--- config.mk ---
export PLATFORM = sky130hd
export DESIGN_NAME = sercfg_regs
export DESIGN_NICKNAME = d
export VERILOG_FILES = /design/src/rtl/serport_pkg.sv /design/src/rtl/sercfg_decode.sv /design/src/rtl/sercfg_cfg.sv /design/src/rtl/sercfg_flags.sv /design/src/rtl/sercfg_regs.sv
export SDC_FILE = /design/constraint.sdc
export NUM_CORES = 1
export LEC_CHECK = 0
export ABC_CLOCK_PERIOD_IN_PS = 1400
export CAP_MARGIN = 30
export CELL_PAD_IN_SITES_DETAIL_PLACEMENT = 1
export CELL_PAD_IN_SITES_GLOBAL_PLACEMENT = 1
export CORE_MARGIN = 1
export CORE_UTILIZATION = 36
export DETAILED_ROUTE_END_ITERATION = 6
export PLACE_DENSITY_LB_ADDON = 0.1
export SLEW_MARGIN = 15
export SYNTH_ARGS = -nofsm -noshare
export SYNTH_HDL_FRONTEND = slang
export SYNTH_SLANG_ARGS = --single-unit
--- constraint.sdc ---
create_clock -name clk -period 1.4 [get_ports clk]
set_input_delay 0.28 -clock clk [delete_from_list [all_inputs] [get_ports clk]]
set_output_delay 0.28 -clock clk [all_outputs]
set_load 0.05 [all_outputs]
--- src/rtl/serport_pkg.sv ---
package serport_pkg;

    localparam logic [7:0] OFF_MODE = 8'h00;
    localparam logic [7:0] OFF_BRR  = 8'h04;
    localparam logic [7:0] OFF_CTRL = 8'h08;
    localparam logic [7:0] OFF_DATA = 8'h0C;
    localparam logic [7:0] OFF_STAT = 8'h10;
    localparam logic [7:0] OFF_FCR  = 8'h18;
    localparam logic [7:0] OFF_RXC  = 8'h1C;
    localparam logic [7:0] OFF_PORT = 8'h20;
    localparam logic [7:0] OFF_LINE = 8'h24;
    localparam int unsigned WINDOW  = 32'h28;

    localparam logic [7:0] MODE_MASK_FIFO = 8'h7B;
    localparam logic [7:0] CTRL_MASK_FIFO = 8'hFB;
    localparam int TXEN_BIT = 5;

    typedef enum logic [3:0] {
        REG_MODE, REG_BRR, REG_CTRL, REG_DATA, REG_STAT,
        REG_FCR, REG_RXC, REG_PORT, REG_LINE, REG_NONE
    } reg_t;

    typedef struct packed {
        logic tend;
        logic tde;
        logic brk;
        logic rdf;
        logic dr;
    } flags_t;

    localparam flags_t FLAGS_RST = '{tend: 1'b1, tde: 1'b1, brk: 1'b0, rdf: 1'b0, dr: 1'b0};

    function automatic reg_t decode_off(input logic [31:0] off);
        if (off[1:0] != 2'b00 || off >= WINDOW) return REG_NONE;
        case (off[7:0])
            OFF_MODE: return REG_MODE;
            OFF_BRR:  return REG_BRR;
            OFF_CTRL: return REG_CTRL;
            OFF_DATA: return REG_DATA;
            OFF_STAT: return REG_STAT;
            OFF_FCR:  return REG_FCR;
            OFF_RXC:  return REG_RXC;
            OFF_PORT: return REG_PORT;
            OFF_LINE: return REG_LINE;
            default:  return REG_NONE;
        endcase
    endfunction

    function automatic logic can_write(input reg_t r, input logic fifo);
        case (r)
            REG_MODE, REG_BRR, REG_CTRL, REG_DATA: return 1'b1;
            REG_STAT, REG_FCR, REG_PORT, REG_LINE: return fifo;
            default: return 1'b0;
        endcase
    endfunction

    function automatic logic can_read(input reg_t r, input logic fifo);
        case (r)
            REG_MODE, REG_BRR, REG_CTRL, REG_DATA: return 1'b1;
            REG_STAT, REG_FCR, REG_RXC, REG_PORT, REG_LINE: return fifo;
            default: return 1'b0;
        endcase
    endfunction

    function automatic logic [7:0] pack_status(input flags_t f);
        return {1'b0, f.tend, f.tde, f.brk, 2'b00, f.rdf, f.dr};
    endfunction

endpackage

--- src/rtl/sercfg_decode.sv ---
module sercfg_decode
    import serport_pkg::*;
#(
    parameter bit FIFO_MODE = 1'b1,
    parameter int ADDR_W    = 6
) (
    input  logic [ADDR_W-1:0] addr,
    input  logic              wr,
    input  logic              rd,
    output reg_t              sel,
    output logic              wr_hit,
    output logic              rd_hit,
    output logic              bad
);
    always_comb begin
        sel    = decode_off(32'(addr));
        wr_hit = wr && can_write(sel, FIFO_MODE);
        rd_hit = rd && can_read(sel, FIFO_MODE);
        bad    = (wr && !wr_hit) || (rd && !rd_hit);
    end
endmodule

--- src/rtl/sercfg_cfg.sv ---
module sercfg_cfg
    import serport_pkg::*;
#(
    parameter bit FIFO_MODE = 1'b1,
    parameter int DATA_W    = 16
) (
    input  logic              clk,
    input  logic              rst,
    input  reg_t              sel,
    input  logic              wr_hit,
    input  logic [DATA_W-1:0] wdata,
    output logic [7:0]        mode_q,
    output logic [7:0]        brr_q,
    output logic [7:0]        ctrl_q,
    output logic [7:0]        data_q,
    output logic [DATA_W-1:0] fcr_q,
    output logic [7:0]        port_q,
    output logic              tx_valid
);
    logic [7:0] mode_mask;
    logic [7:0] ctrl_mask;
    logic [7:0] data_rst;

    generate
        if (FIFO_MODE) begin : g_fifo
            assign mode_mask = MODE_MASK_FIFO;
            assign ctrl_mask = CTRL_MASK_FIFO;
            assign data_rst  = 8'h00;
        end else begin : g_basic
            assign mode_mask = 8'hFF;
            assign ctrl_mask = 8'hFF;
            assign data_rst  = 8'hFF;
        end
    endgenerate

    always_ff @(posedge clk) begin
        if (rst) begin
            mode_q   <= 8'h00;
            brr_q    <= 8'hFF;
            ctrl_q   <= 8'h20;
            data_q   <= data_rst;
            fcr_q    <= '0;
            port_q   <= 8'h00;
            tx_valid <= 1'b0;
        end else begin
            tx_valid <= 1'b0;
            if (wr_hit) begin
                case (sel)
                    REG_MODE: mode_q <= wdata[7:0] & mode_mask;
                    REG_BRR:  brr_q  <= wdata[7:0];
                    REG_CTRL: ctrl_q <= wdata[7:0] & ctrl_mask;
                    REG_DATA: begin
                        data_q   <= wdata[7:0];
                        tx_valid <= 1'b1;
                    end
                    REG_FCR:  fcr_q  <= wdata;
                    REG_PORT: port_q <= wdata[7:0];
                    default:  ;
                endcase
            end
        end
    end

    AST_TX_STROBE: assert property (@(posedge clk) disable iff (rst)
        (wr_hit && sel == REG_DATA) |=> (tx_valid && data_q == $past(wdata[7:0])));
    AST_TX_QUIET: assert property (@(posedge clk) disable iff (rst)
        !(wr_hit && sel == REG_DATA) |=> !tx_valid);

    generate
        if (FIFO_MODE) begin : g_mask_chk
            AST_MODE_MASK: assert property (@(posedge clk) disable iff (rst)
                (wr_hit && sel == REG_MODE) |=> ((mode_q & ~MODE_MASK_FIFO) == 8'h00));
        end
    endgenerate
endmodule

--- src/rtl/sercfg_flags.sv ---
module sercfg_flags
    import serport_pkg::*;
(
    input  logic       clk,
    input  logic       rst,
    input  reg_t       sel,
    input  logic       wr_hit,
    input  logic       rd_hit,
    input  logic [7:0] wbyte,
    input  logic       txen,
    output flags_t     fl
);
    logic   stat_wr, stat_rd, data_wr, ctrl_wr;
    flags_t nxt;

    always_comb begin
        stat_wr = wr_hit && sel == REG_STAT;
        stat_rd = rd_hit && sel == REG_STAT;
        data_wr = wr_hit && sel == REG_DATA;
        ctrl_wr = wr_hit && sel == REG_CTRL;
        nxt = fl;
        if (stat_wr) begin
            if (!wbyte[6]) nxt.tend = 1'b0;
            if (!wbyte[5]) nxt.tde  = 1'b0;
            if (!wbyte[4]) nxt.brk  = 1'b0;
            if (!wbyte[1]) nxt.rdf  = 1'b0;
            if (!wbyte[0]) nxt.dr   = 1'b0;
        end
        if (data_wr) nxt.tde = 1'b0;
        if (ctrl_wr && !wbyte[TXEN_BIT]) nxt.tend = 1'b1;
        if (stat_rd && txen) begin
            nxt.tde  = 1'b1;
            nxt.tend = 1'b1;
        end
    end

    always_ff @(posedge clk) begin
        if (rst) fl <= FLAGS_RST;
        else     fl <= nxt;
    end

    AST_TDE_DROP: assert property (@(posedge clk) disable iff (rst)
        (data_wr && !stat_rd) |=> !fl.tde);
    AST_TEND_SET: assert property (@(posedge clk) disable iff (rst)
        (ctrl_wr && !wbyte[TXEN_BIT]) |=> fl.tend);
    AST_REARM: assert property (@(posedge clk) disable iff (rst)
        (stat_rd && txen) |=> (fl.tde && fl.tend));
    AST_W0_CLEAR: assert property (@(posedge clk) disable iff (rst)
        (stat_wr && !wbyte[6] && !stat_rd) |=> !fl.tend);
    AST_W1_KEEP: assert property (@(posedge clk) disable iff (rst)
        (stat_wr && wbyte[6] && fl.tend) |=> fl.tend);
endmodule

--- src/rtl/sercfg_regs.sv ---
module sercfg_regs
    import serport_pkg::*;
#(
    parameter bit FIFO_MODE = 1'b1,
    parameter int ADDR_W    = 6,
    parameter int DATA_W    = 16
) (
    input  logic              clk,
    input  logic              rst,
    input  logic [ADDR_W-1:0] bus_addr,
    input  logic              bus_wr,
    input  logic              bus_rd,
    input  logic [DATA_W-1:0] bus_wdata,
    output logic [DATA_W-1:0] bus_rdata,
    output logic              bus_rvalid,
    output logic [7:0]        tx_byte,
    output logic              tx_valid,
    output logic              acc_err
);
    localparam int PAD = DATA_W - 8;

    reg_t              sel;
    logic              wr_hit, rd_hit, bad;
    logic [7:0]        mode_q, brr_q, ctrl_q, data_q, port_q;
    logic [DATA_W-1:0] fcr_q;
    flags_t            fl;
    logic [DATA_W-1:0] rd_val;

    sercfg_decode #(.FIFO_MODE(FIFO_MODE), .ADDR_W(ADDR_W)) u_dec (
        .addr(bus_addr), .wr(bus_wr), .rd(bus_rd),
        .sel(sel), .wr_hit(wr_hit), .rd_hit(rd_hit), .bad(bad)
    );

    sercfg_cfg #(.FIFO_MODE(FIFO_MODE), .DATA_W(DATA_W)) u_cfg (
        .clk(clk), .rst(rst), .sel(sel), .wr_hit(wr_hit), .wdata(bus_wdata),
        .mode_q(mode_q), .brr_q(brr_q), .ctrl_q(ctrl_q), .data_q(data_q),
        .fcr_q(fcr_q), .port_q(port_q), .tx_valid(tx_valid)
    );

    sercfg_flags u_flg (
        .clk(clk), .rst(rst), .sel(sel), .wr_hit(wr_hit), .rd_hit(rd_hit),
        .wbyte(bus_wdata[7:0]), .txen(ctrl_q[TXEN_BIT]), .fl(fl)
    );

    assign tx_byte = data_q;

    always_comb begin
        case (sel)
            REG_MODE: rd_val = {{PAD{1'b0}}, mode_q};
            REG_BRR:  rd_val = {{PAD{1'b0}}, brr_q};
            REG_CTRL: rd_val = {{PAD{1'b0}}, ctrl_q};
            REG_DATA: rd_val = {{PAD{1'b0}}, data_q};
            REG_STAT: rd_val = {{PAD{1'b0}}, pack_status(fl)};
            REG_FCR:  rd_val = fcr_q;
            REG_PORT: rd_val = {{PAD{1'b0}}, port_q};
            default:  rd_val = '0;
        endcase
    end

    always_ff @(posedge clk) begin
        if (rst) begin
            bus_rdata  <= '0;
            bus_rvalid <= 1'b0;
            acc_err    <= 1'b0;
        end else begin
            bus_rdata  <= rd_hit ? rd_val : '0;
            bus_rvalid <= bus_rd;
            acc_err    <= bad;
        end
    end

    AST_RVALID: assert property (@(posedge clk) disable iff (rst)
        bus_rd |=> bus_rvalid);
    AST_BAD_RDATA: assert property (@(posedge clk) disable iff (rst)
        (bus_rd && !rd_hit) |=> (bus_rdata == '0));
    AST_OUT_WINDOW: assert property (@(posedge clk) disable iff (rst)
        ((bus_wr || bus_rd) && 32'(bus_addr) >= WINDOW) |=> acc_err);
    AST_LINE_ZERO: assert property (@(posedge clk) disable iff (rst)
        (bus_rd && (sel == REG_LINE || sel == REG_RXC)) |=> (bus_rdata == '0));

    generate
        if (!FIFO_MODE) begin : g_basic_chk
            AST_NO_STATUS: assert property (@(posedge clk) disable iff (rst)
                (bus_rd && 32'(bus_addr) == 32'(OFF_STAT)) |=> acc_err);
        end
    endgenerate
endmodule

==> results of run 1 <==
cell usage in the layout (no fill, tap or decap), types with 2 or more instances in the layout:
cell type	instances
a21oi_1	21
a21oi_2	2
a222oi_1	3
a22o_1	3
a22oi_1	8
and2_1	2
and3_1	9
buf_12	31
buf_2	2
buf_4	45
buf_6	14
buf_8	3
clkbuf_2	5
clkbuf_8	10
clkdlybuf4s50_1	17
clkinv_2	3
dfxtp_1	72
dfxtp_2	2
mux2_2	10
mux2i_1	26
mux2i_2	3
nand2_1	34
nand3_1	16
nand3_2	2
nand3_4	2
nand3b_1	10
nand4b_1	2
nor2_1	35
nor2b_1	5
nor3b_4	2
o211ai_1	2
o21ai_0	3
worst min-delay path by stage:
| stage | start | cells past startpoint | end | slack [ns] |
|---|---|---|---|---|
| 4_1_cts | rst | 3 | u_flg.fl[3] | 0.21 |
| 6_report | rst | 3 | u_flg.fl[3] | 0.24 |
| 3_3_place_gp | u_cfg.fcr_q[12] | 2 | u_cfg.fcr_q[12] | 0.44 |
| 2_1_floorplan | bus_wdata[3] | 2 | u_cfg.brr_q[3] | 0.40 |
| 5_1_grt | rst | 3 | u_flg.fl[3] | 0.25 |
| 3_5_place_dp | u_cfg.fcr_q[12] | 2 | u_cfg.fcr_q[12] | 0.44 |
power by group:
part | internal, mW | switching, mW | total [mW]
sequential | 2.11 | 0.00844 | 2.12
clock | 0.867 | 0.828 | 1.69
combinational | 0.220 | 0.216 | 0.435
critical path: cells and delay by family:
family / cells / cell delay, ns
buf+inv: 4 / 0.63
compound gates: 2 / 0.35
simple gates: 2 / 0.36
Yosys cell counts, types with 4 or more instances:
| cell | instances |
|---|---|
| buf_2 | 7 |
| mux2_2 | 10 |
| a22oi_1 | 8 |
| clkbuf_1 | 11 |
| nand3b_1 | 10 |
| nor2_1 | 36 |
| nand2_1 | 34 |
| nand3_1 | 18 |
| and3_1 | 9 |
| mux2i_1 | 29 |
| o21ai_0 | 4 |
| dfxtp_1 | 74 |
| nor2b_1 | 6 |
| a21oi_1 | 23 |
registers in the layout (all words and copies together), names as in the netlist:
register,cells
u_cfg.port_q,8
acc_err,1
u_cfg.ctrl_q,7
u_cfg.data_q,8
bus_rdata,16
u_cfg.fcr_q,16
u_cfg.mode_q,6
bus_rvalid,1
u_cfg.tx_valid,1
u_flg.fl,2
u_cfg.brr_q,8
layout make-up:
| type | instances | share of cell area [%] |
|---|---|---|
| clock buffer | 11 | 3.00 |
| multi-input combinational | 217 | 31.5 |
| timing repair buffer | 120 | 30.0 |
| sequential | 74 | 31.5 |
| clock inverter | 5 | 1.14 |
| tap | 105 | 2.79 |
| inverter | 1 | 0.0797 |
kinds of logic after synthesis:
| logic type | after synthesis |
|---|---|
| buffers and inverters | 24 |
| flip-flops | 74 |
| multiplexers | 40 |
| AO/OA/AOI/OAI | 49 |
| AND/OR/NAND/NOR | 128 |
per-stage QoR:
step,utilization (%),setup WS [ns]
after floorplan,-,-0.00775
after global placement,52.5,-0.631
after detailed placement,52.5,-0.702
after CTS,56.0,0.00693
after global routing,57.6,-0.0419
final,57.6,-0.00565
repair_timing:
action	in CTS	in global routing
endpoints found under the setup margin	73	48
pin swaps	8	13
cloned	1	1
gates resized for setup	25	28
buffers inserted	6	5
hold buffers	0	0
metal layers:
layer	track usage, %	routed length [µm]	vias to the layer above
met2	41.1	5470	73
met5	0	0	-
met3	3.90	395	19
li1	-	-	1323
met4	10.5	222	0
met1	29.3	4390	1395
==> flow_metrics.py, run 1 <==
metrics = {
    "floorplan": {
        "fp.dieH_um": 93.6,
        "die_w_um": 93.6,
        "die-area_mm2": 0.00876,
        "coreArea_mm2": 0.00818,
        "row_count": 33,
        "start_util_pct": 37.0,
        "io_pins": 53,
    },
    "layout": {
        "num-fill-cells": 891,
        "multi_input_area_mm2": 0.00148,
        "final_layout_size_suffix_gt1_share_pct": 35.0,
        "final_nets": 449,
        "seqCellArea_mm2": 0.00148,
        "fin_cells": 533,
        "diodes": 0,
        "finish.instance_area_mm2": 0.00471,
        "area_growth_pct": 55.9,
    },
    "logic_synthesis": {
        "syn_area_per_cell_um2": 9.59,
        "ys_seq_area_share_pct": 49.0,
        "muxShareOfSynthArea_pct": 14.1,
        "synthAdderAreaFrac_pct": 0,
        "synth.distinct_cells": 39,
        "synth_xor_area_share_pct": 0,
        "synth_seq_cells": 74,
        "synth_top_area_share_pct": 49.0,
        "synth_top_area_cell": "dfxtp_1",
        "synthFlopType": "dfxtp_1",
        "syn_nets": 341,
        "yosysWarnings": 0,
        "syn_inst": 315,
        "synth_simple_gate_area_share_pct": 22.3,
        "syn_area_mm2": 0.00302,
        "synthArstFlopShare_pct": 0,
        "synth_compound_area_share_pct": 10.5,
        "synth_edf_count": 0,
        "synth.area.top_cells": "dfxtp_1, mux2i_1, nor2_1, nand2_1, a21oi_1",
        "synth_top_family_by_area": "simple AND/OR/NAND/NOR gates",
    },
    "routing": {
        "wl_mm": 10.5,
        "dr.pass1.iters": 4,
        "wl_per_cell_um": 19.7,
        "vias": 2810,
        "drt_iter0_drc": 108,
        "drcViolationCount": 0,
        "ant_nets": 0,
        "viasPerCell": 5.27,
    },
    "critical_path": {
        "start_kind": "input port",
        "path_class": "in -> reg",
        "r2r.worst_path.cells": 3,
        "cp-end-kind": "flip-flop",
        "r2r_slack_ns": 0.04,
        "r2r-start": "u_cfg.data_q[4]",
        "worstSetupEndpoint": "u_flg.fl[3]",
        "r2r-end": "bus_rdata[4]",
        "cp.required_ns": 1.64,
        "cp_slowest_cell": "nor4_4",
        "crit_path_max_incr_delay_ns": 0.28,
        "crit_start": "bus_addr[2]",
        "cpMostUsedCell": "buf_6",
        "critical_path_arrival_ns": 1.64,
        "crit_fanout": 5,
        "cp_cell_sequence": "clkdlybuf4s15_1, buf_6, nor4_4, buf_6, buf_6, nand3_4, o21ai_0, o21ai_0",
    },
    "placement": {
        "placed_cells": 504,
        "dpl-instance-area_mm2": 0.00429,
        "io_buffers": 52,
        "hpwl_mm": 6.90,
        "place_congestion": 0.797,
    },
    "timing": {
        "slew_viol_final": 0,
        "setup_viol": 1,
        "fmax_ghz": 0.711,
        "finalCriticalPeriod_ns": 1.41,
        "tns_ns": -0.00565,
        "worst_slack_ns": -0.00565,
        "relSlewSlack_pct": 75.2,
        "clock_skew_ns": 0.00966,
        "hold_viol": 0,
        "worstMarginPinSlew_ns": 0.371,
        "whs_ns": 0.238,
        "finalCritPeriodShare_pct": 100,
    },
    "power": {
        "p_per_area_mw_per_mm2": 903,
        "p_total_mw": 4.25,
        "p_leak_nw": 1.99,
        "ir_worst_vdd_v": 0.000517,
    },
    "clock_tree": {
        "clock-sinks": 74,
        "cts_max_level": 3,
        "clk_pin_slew_ns": 0.09,
        "clock_latency_ns": 0.36,
        "cts_tree": "built",
        "cts_buffer_depth": 2,
        "clockRootBuffer": "clkbuf_8",
        "cts_buffers": 9,
    },
    "global_route": {
        "grt_pass1_vias": 2962,
        "grt_pass1_wl_mm": 15.6,
        "antenna_found_initial": 0,
        "globalRouteOverflowTotal": 0,
        "grt_usage_pct": 23.9,
        "grt_max_degree": 27,
    },
    "outcome": {
        "outcome": "complete, but fails checks",
        "violations": "setup timing",
    },
    "job": {
        "drv_cap": 0,
    },
    "min_path": {
        "hold_class": "in -> reg",
    },
}
Note: power is estimated with default switching activity, not from simulation.
==> inputs of run 2 (changes only) <==
--- a/config.mk
+++ b/config.mk
@@ -12,6 +12,7 @@
 export CORE_MARGIN = 1
 export CORE_UTILIZATION = 36
 export DETAILED_ROUTE_END_ITERATION = 6
+export MAX_ROUTING_LAYER = met4
 export PLACE_DENSITY_LB_ADDON = 0.1
 export SLEW_MARGIN = 15
 export SYNTH_ARGS = -nofsm -noshare
==> run 2 against run 1 <==
  * Non-clock buffer count stayed put
  * Sequential share of layout area barely moved
  * Critical path type unchanged
  * Highest routed layer unchanged
  * First-iteration DRC count is 3.7% higher
  * The run still ends with setup timing left
  * Worst setup slack worse by 0.040 ns
  * Design area fell by 0.13%
  * Hold slack improved by 0.044 ns
  * Maximum frequency shrank 2.7%
  * Largest cell class unchanged
  * Die area stayed put
  * Flip-flop and latch count is the same
  * Power grew 0.16%
  * Sequential power is essentially flat
==> flow_metrics.py, run 2 (synthesis results as in run 1) <==
metrics = {
    "floorplan": {
        "die-area_mm2": 0.00876,
        "fp.dieH_um": 93.6,
        "io_pins": 53,
        "start_util_pct": 37.0,
        "row_count": 33,
        "coreArea_mm2": 0.00818,
        "die_w_um": 93.6,
    },
    "critical_path": {
        "path_class": "in -> reg",
        "cp-end-kind": "flip-flop",
        "cp.required_ns": 1.61,
        "critical_path_arrival_ns": 1.65,
        "crit_fanout": 5,
        "start_kind": "input port",
    },
    "power": {
        "p_leak_nw": 1.97,
        "p_per_area_mw_per_mm2": 905,
        "ir_worst_vdd_v": 0.000517,
        "p_total_mw": 4.26,
    },
    "routing": {
        "dr.pass1.iters": 4,
        "met2RoutedLength_mm": 5.50,
        "wl_per_cell_um": 19.7,
        "viasPerCell": 5.29,
        "wl_mm": 10.5,
        "drcViolationCount": 0,
        "wl_met1_mm": 4.35,
        "vias": 2820,
        "top_layer": "met4",
        "drt_iter0_drc": 112,
        "wl_met3_um": 430,
        "ant_nets": 0,
    },
    "timing": {
        "worstMarginPinSlew_ns": 0.372,
        "fmax_ghz": 0.692,
        "clock_skew_ns": 0.0110,
        "relSlewSlack_pct": 75.1,
        "slew_viol_final": 0,
        "whs_ns": 0.282,
        "setup_viol": 3,
        "finalCriticalPeriod_ns": 1.45,
        "finalCritPeriodShare_pct": 103,
        "hold_viol": 0,
        "worst_slack_ns": -0.0454,
    },
    "clock_tree": {
        "cts_tree": "built",
        "clock_latency_ns": 0.36,
        "cts_max_level": 3,
        "cts_buffer_depth": 2,
        "clockRootBuffer": "clkbuf_8",
        "postCtsHoldBufs": 0,
        "cts_buffers": 9,
        "clock-sinks": 74,
        "clk_pin_slew_ns": 0.09,
    },
    "outcome": {
        "violations": "setup timing",
        "outcome": "complete, but fails checks",
    },
    "layout": {
        "num-fill-cells": 884,
        "post-route-util_pct": 57.5,
        "largestRegisters": "bus_rdata (16), u_cfg.fcr_q (16)",
        "area_growth_pct": 55.7,
        "diodes": 0,
        "seqCellArea_mm2": 0.00148,
        "layout_commonest_cell": "dfxtp_1",
        "multi_input_area_mm2": 0.00148,
        "final_nets": 449,
        "final_layout_size_suffix_gt1_share_pct": 35.0,
        "layout_common_cells": "dfxtp_1, buf_4, nor2_1",
    },
    "global_route": {
        "globalRouteOverflowTotal": 0,
        "grt_pass1_wl_mm": 15.6,
        "grt_usage_pct": 24.7,
        "grt_pass1_vias": 2962,
        "grt_max_degree": 27,
        "antenna_found_initial": 0,
    },
    "job": {
        "drv_cap": 0,
    },
    "min_path": {
        "hold_class": "in -> reg",
    },
    "placement": {
        "place_congestion": 0.808,
        "io_buffers": 52,
        "hpwl_mm": 6.90,
        "post-place-ws_ns": -0.702,
    },
}
## run 2: worst max-delay path, stage by stage
cell	delay, ns
clkdlybuf4s15_1	0.22
buf_6	0.15
nor4_4	0.28
buf_6	0.17
buf_6	0.11
nand3_4	0.08
o21ai_0	0.20
o21ai_0	0.17
## run 2: area by class of cell
class | instances | share of cell area [%]
Clock buffer | 11 | 3.01
Tap cell | 105 | 2.79
Inverter | 1 | 0.0798
Multi-Input combinational cell | 217 | 31.5
Clock inverter | 5 | 1.14
Timing Repair Buffer | 120 | 29.9
Sequential cell | 74 | 31.5
## run 2: power breakdown
group / internal (mW) / total, mW / switching (mW)
logic: 0.220 / 0.437 / 0.217
registers: 2.11 / 2.12 / 0.00838
clock network: 0.867 / 1.70 / 0.833
total: 3.20 / 4.26 / 1.06
## run 2: what timing repair did
item | 4_1_cts | 5_1_grt
buffers inserted | 6 | 5
gates resized for setup | 25 | 26
pin swaps | 8 | 12
gates cloned | 1 | 1
endpoints found under the setup margin | 73 | 44
## run 2: routing by layer
metal,up-vias,GRT usage (%)
li1,1326,-
met1,1402,29.5
met2,74,41.1
met3,18,5.20
met4,0,8.97
met5,-,-
## run 2: metrics by stage
| stage | instances | setup TNS [ns] | cell area [µm²] |
|---|---|---|---|
| after floorplan | 315 | -0.0464 | 3050 |
| after global placement | 504 | -37.44 | 4290 |
| after detailed placement | 504 | -40.60 | 4290 |
| after CTS | 527 | 0 | 4580 |
| after global routing | 533 | -0.326 | 4700 |
| final | 533 | -0.0727 | 4700 |
## run 2: worst paths after layout
kind	start	endpoint	slack [ns]	depth (start not counted)
worst max register to register	u_cfg.data_q[4]	bus_rdata[4]	0.06	3
worst min-delay path	rst	u_flg.fl[4]	0.28	3
worst max-delay path	bus_addr[2]	u_flg.fl[3]	-0.05	8
worst min register to register	u_cfg.fcr_q[12]	u_cfg.fcr_q[12]	0.45	2
==> inputs of run 3 (changes only) <==
--- a/config.mk
+++ b/config.mk
@@ -12,6 +12,7 @@
 export CORE_MARGIN = 1
 export CORE_UTILIZATION = 36
 export DETAILED_ROUTE_END_ITERATION = 6
+export GPL_ROUTABILITY_DRIVEN = 0
 export MAX_ROUTING_LAYER = met4
 export PLACE_DENSITY_LB_ADDON = 0.1
 export SLEW_MARGIN = 15
==> results of run 3 <==
No change in the layout: final DEF, timing and power equal those of run 2.
